## src/rtl/bl_pwm.sv

```systemverilog
module bl_pwm #(
  parameter int          PS_MAX  = 6,
  parameter logic [15:0] CFG_RST = 16'h0010
) (
  input  logic        clk,
  input  logic        rst_n,
  input  logic        src_fast,
  input  logic        slow_tick,
  input  logic        cfg_we,
  input  logic [15:0] cfg_wdata,
  input  logic        start_stb,
  input  logic        stop_stb,
  output logic        running,
  output logic        pwm_out
);
  localparam int DIVW = (PS_MAX < 1) ? 1 : PS_MAX;

  logic [15:0]     cfg_q;
  logic [7:0]      cmp_a, cnt;
  logic            pol_a;
  logic [2:0]      ps_a;
  logic [DIVW-1:0] div, div_mask;
  logic            run_nx, tick, ptick, wrap, on;

  wire [2:0] ps_sat = (cfg_q[2:0] > 3'(PS_MAX)) ? 3'(PS_MAX) : cfg_q[2:0];

  assign run_nx   = stop_stb ? 1'b0 : (start_stb ? 1'b1 : running);
  assign tick     = src_fast ? 1'b1 : slow_tick;
  assign div_mask = ~({DIVW{1'b1}} << ps_a);
  assign ptick    = running & tick & ((div & div_mask) == div_mask);
  assign wrap     = ptick & (cnt == 8'hFF);
  assign on       = running & (cnt < cmp_a);
  assign pwm_out  = pol_a ? on : ~on;

  always_ff @(posedge clk or negedge rst_n) begin
    if (!rst_n) begin
      cfg_q   <= CFG_RST;
      running <= 1'b0;
    end else begin
      if (cfg_we) cfg_q <= cfg_wdata;
      running <= run_nx;
    end
  end

  always_ff @(posedge clk or negedge rst_n) begin
    if (!rst_n) begin
      cmp_a <= CFG_RST[15:8];
      pol_a <= CFG_RST[4];
      ps_a  <= 3'd0;
    end else if (!running || wrap) begin
      cmp_a <= cfg_q[15:8];
      pol_a <= cfg_q[4];
      ps_a  <= ps_sat;
    end
  end

  always_ff @(posedge clk or negedge rst_n) begin
    if (!rst_n) begin
      div <= '0;
      cnt <= 8'd0;
    end else if (!running || !run_nx) begin
      div <= '0;
      cnt <= 8'd0;
    end else if (tick) begin
      if (ptick) begin
        div <= '0;
        cnt <= cnt + 8'd1;
      end else begin
        div <= div + 1'b1;
      end
    end
  end

  p_start_r7: assert property (@(posedge clk) disable iff (!rst_n)
    (!running && start_stb && !stop_stb) |=> (running && cnt == 8'd0 && div == '0));
  p_stop_wins_r8: assert property (@(posedge clk) disable iff (!rst_n)
    stop_stb |=> (!running && cnt == 8'd0));
  p_idle_level_r8: assert property (@(posedge clk) disable iff (!rst_n)
    !running |-> (pwm_out == !pol_a));
  p_zero_cmp_r4: assert property (@(posedge clk) disable iff (!rst_n)
    (cmp_a == 8'd0) |-> (pwm_out == !pol_a));
  p_cfg_hold_r9: assert property (@(posedge clk) disable iff (!rst_n)
    (running && !wrap) |=> ($stable(cmp_a) && $stable(pol_a) && $stable(ps_a)));
  p_div_range_r3: assert property (@(posedge clk) disable iff (!rst_n)
    (div <= div_mask) && (ps_a <= 3'(PS_MAX)));
  p_cnt_hold_r3: assert property (@(posedge clk) disable iff (!rst_n)
    (running && !ptick && !stop_stb) |=> $stable(cnt));
endmodule

```

## config.mk

```make
export PLATFORM = sky130hd
export DESIGN_NAME = bl_pwm
export DESIGN_NICKNAME = d
export VERILOG_FILES = /design/src/rtl/bl_pwm.sv
export SDC_FILE = /design/constraint.sdc
export NUM_CORES = 1
export LEC_CHECK = 0
export BUFFER_PORTS_ARGS = -buffer_cell sky130_fd_sc_hd__buf_4
export CORE_ASPECT_RATIO = 1.75
export CORE_MARGIN = 2
export CORE_UTILIZATION = 45
export DETAILED_ROUTE_END_ITERATION = 10
export GPL_TIMING_DRIVEN = 0
export PLACE_DENSITY = 0.65
export SYNTH_ARGS = -nofsm -noshare
export SYNTH_HDL_FRONTEND = slang
export SYNTH_SLANG_ARGS = --single-unit
```

## constraint.sdc

```tcl
create_clock -name clk -period 3.05 [get_ports clk]
set_clock_uncertainty 0.2 [all_clocks]
set_input_delay 0.61 -clock clk [delete_from_list [all_inputs] [get_ports clk]]
set_output_delay 0.61 -clock clk [all_outputs]
set_load 0.01 [all_outputs]
```

Word-level counts from Yosys, hierarchy flattened
Cells that the tools add are included.
- add/sub/neg operators: 2
- equal/unequal tests: 2
- reduce and logical (&&, ||, !) cells: 7
- bitwise logic cells: 7
- shifts and indexed selects: 1
- magnitude comparators: 2
- muxes and demuxes: 11
- operator list (operator ; number):
    2-to-1 mux 8 bit ; 3
    2-to-1 mux 6 bit ; 3
    adder 8 x 1 -> 8 bit (second input constant) ; 1
    == test 8 bit (second input constant) ; 1
    less-than comparator 8 bit ; 1
    adder 6 x 1 -> 6 bit (second input constant) ; 1
    AND 6 bit ; 1
    == test 6 bit ; 1
    NOT 6 bit ; 1
    << shifter 6 x 3 -> 6 bit (first input constant) ; 1
    AND 1 bit ; 4
    2-to-1 mux 1 bit ; 4
    nonzero test 2 bit ; 2
    greater-than comparator 3 bit (second input constant) ; 1
    2-to-1 mux 3 bit ; 1
    logical NOT 1 bit ; 2
    logical OR 1 bit ; 2
    AND reduction 2 bit ; 1
    NOT 1 bit ; 1
- output and inout port bits: 2
- flip-flop bits (word level): 43

Longest topological paths before layout
- depth in word-level cells: 8
- mapped depth: 7
- mapped depth without buffers: 7

Worst setup path before layout
Ideal clock, no wire load.
- path kind: input to register
- from: input src_fast
- to: register cmp_a[0]
- setup time: 125 ps
- stages on the path: 6
- data required time: 2725 ps
- arrival time: 1931 ps
- path buffers: 2
- setup slack: 794 ps
- path through: or2_2 -> clkbuf_1 -> o2111a_2 -> a41o_4 -> buf_12 -> mux2_4
- longest elaborated chain between the ends: 5
- RTL lines (item ; line ; source):
    start: declaration ; 7 ; input logic src_fast,
    2-to-1 mux 1 bit ; 28 ; assign tick = src_fast ? 1'b1 : slow_tick;
    AND 1 bit (2 in series) ; 30 ; assign ptick = running & tick & ((div & div_mask) == div_mask);
    AND 1 bit ; 31 ; assign wrap = ptick & (cnt == 8'hFF);
    logical OR 1 bit ; 50 ; end else if (!running || wrap) begin
    end signal: assignment ; 47 ; cmp_a <= CFG_RST[15:8];
    end signal: assignment ; 51 ; cmp_a <= cfg_q[15:8];
    end: declaration ; 19 ; logic [7:0] cmp_a, cnt;
Every way passes these cells.
A chain may end at the register's enable or synchronous reset.

Worst setup path after layout
- from: register cnt[3]
- to: output pwm_out
- longest elaborated chain between the ends: 4
- RTL lines (item ; line ; source):
    start: declaration ; 19 ;
    start signal: assignment ; 67 ; cnt <= cnt + 8'd1;
    less-than comparator 8 bit (*) ; 32 ; assign on = running & (cnt < cmp_a);
    AND 1 bit (*) ; 32 ;
    NOT 1 bit ; 33 ; assign pwm_out = pol_a ? on : ~on;
    2-to-1 mux 1 bit (*) ; 33 ;
    end: declaration ; 14 ; output logic pwm_out
Every way passes the cells marked *; elsewhere a longest branch is shown, timed or not.

==> impl_metrics.yaml <==
status:
  outcome: "completed"
final_layout:
  fin_cells: 243
  nFillCells: 370
  diodes: 0
  nNetsFinal: 225
  final_layout_size_suffix_gt1_frac: 0.320
  layout_commonest_cell: "dfrtp_1"
  syn2layout_area_growth_pct: 15.0
  final_cell_mix: "dfrtp_1, buf_4, nand2_1"
critical_path:
  rrSetupSlack_ps: 670
  cp-end-kind: "output port"
  cp.arrival_ps: 2010
  r2r_cells: 6
  crit_type: "flip-flop to output port"
  cp.required_ps: 2240
  rr_endpoint: "cmp_a[1]"
  crit_path_start_kind: "flip-flop"
  reg2reg_from: "ps_a[1]"
  crit_fanout: 5
clocking:
  cts_tree: "built"
  clk_latency_ps: 290
  h-tree-depth: 2
  cts_hold_buf: 0
  cts_resized: 0
  cts_buffer_depth: 2
  cts_num_sinks: 39
  post-cts-setup-buffer-count: 0
  root_buffer: "clkbuf_8"
  path_clk_slew_ps: 70
  numCtsBuffers: 5
timing:
  rsz0062_at_grt: "no"
  hold_viol_final: 0
  period_share: 0.923
  tightest_slew_ps: 531
  slew_headroom: 0.646
  finalSetupViolCount: 0
  tns_ps: 0
  slew_violations: 0
  finalWorstPathRequiredPeriod_ps: 2820
  hold_slack_ps: 64.5
  max_freq_ghz: 0.355
floorplan:
  dieArea_sq_um: 4910
  io-pin-count: 25
  core-area_sq_um: 4150
  rows: 31
  initial_core_util: 0.472
  die_y_um: 91.2
  die_w_um: 53.9
placement:
  dp_hpwl_um: 2580
  port_buffers: 20
  gp_congestion: 0.826
  dp_cells: 235
synthesis:
  ys_ff_latch: 39
  yosys_warnings: 0
  ys_seq_area_frac: 0.500
  yosysUniqueCellTypes: 41
  synthFlopType: "dfrtp_1"
  synthesis.instances: 166
  synth_edf_count: 0
  synthArstFlopShare: 1.00
  postSynthAreaPerCell_sq_um: 11.8
  syn_nets: 198
  synth_area_sq_um: 1960
route:
  firstDrtPassIters: 4
  wire_per_inst_um: 14.0
  wl_met3_um: 108
  drt_iter0_markers: 28
  vias: 1321
  vias_per_cell: 5.44
  antenna_left: 0
  drc: 0
  highest_layer: "met4"
  routed-wl-met2_um: 1860
  wirelength_um: 3410
  wl_met1_um: 1410
grt:
  track_usage: 0.165
  grt_pass1_wl_um: 6060
  grt_pass1_vias: 1357
  antenna_found_initial: 0
  grt-ovfl-total: 0
  grt_max_degree: 40
pwr:
  ir_drop_mv: 0.367
  finalPower_mw: 1.09
  power_leakage_nw: 1.06
  power_density_nw_per_um2: 486
flow_run:
  maxCapViolations: 0
hold_path:
  min-delay-path-class: "input port to asynchronous set/reset pin"
## sequential cells by signal, summed over array words and instances, names as in the netlist
name and count:
pol_a 1, cnt 8, div 6, cmp_a 8, ps_a 3, cfg_q 12
running 1
## layer usage
layer,vias up,GRT usage
li1,633,-
met1,660,0.191
met2,24,0.279
met3,4,0.0461
met4,0,0.0556
met5,-,0
## cell usage after synthesis (all sizes together), types with 2 or more instances
library cell,number,area [sq um]
dfstp,2,52.6
a211oi,2,15.0
and3,2,12.5
nor2,13,48.8
a41o,2,32.5
o21ai,5,25.0
nand2b,2,12.5
nor2b,2,12.5
or3,2,12.5
ha,9,113
nand2,16,62.6
a21oi,6,30.0
mux2,24,308
o211ai,2,15.0
nand3,3,15.0
buf,4,32.5
xnor2,2,17.5
dfrtp,37,926
or4,2,15.0
xor2,4,35.0
a31oi,2,12.5
inv,9,33.8
## cells by family (layout without fill, tap and decap cells)
kind of cell | Yosys count | after routing | synth area share
xor+xnor | 6 | 6 | 0.0269
buf+inv | 14 | 42 | 0.0358
compound gates | 28 | 28 | 0.111
flops | 39 | 39 | 0.500
fa+ha+maj | 9 | 9 | 0.0575
mux | 24 | 24 | 0.157
simple gates | 46 | 46 | 0.111
## layout make-up
class                   count  area, sq um  area share
flip-flops and latches     39          978       0.435
multi-input cells         113          908       0.404
repair buffers             20          150      0.0667
clock buffers               7         76.3      0.0339
well taps                  49         61.3      0.0273
plain buffers               5         36.3      0.0161
inverters                   9         33.8      0.0150
clock inverters             1         5.00     0.00222
## power by group
| group | switching, mW | internal (mW) | total, mW |
|---|---|---|---|
| clock | 0.175 | 0.160 | 0.335 |
| combinational | 0.0696 | 0.0981 | 0.168 |
| sequential | 0.0281 | 0.562 | 0.590 |
| total | 0.273 | 0.820 | 1.09 |
## stage by stage
step                setup WS [ps]  utilization  instance area [sq um]
global route                 84.2        0.542                   2250
finish                        234        0.542                   2250
CTS                           180        0.542                   2250
detailed placement            516        0.522                   2170
global placement              578        0.522                   2170
floorplan                     794            -                   1960
## worst max-delay path by stage
stage,startpoint,endpoint,cells after the start
floorplan,src_fast,cmp_a[0],6
detailed placement,cnt[3],pwm_out,7
CTS,cnt[3],pwm_out,7
global placement,src_fast,cmp_a[0],7
finish,cnt[3],pwm_out,7
global route,cnt[3],pwm_out,7
## critical path: stages, from the launching register on
cell	delay, ps
dfrtp_1	430
ha_1	310
a211oi_1	240
nand2_1	80
a31oi_1	180
o21ai_0	150
xor2_1	170
buf_4	150
Note: power is estimated with default switching activity, not from simulation.
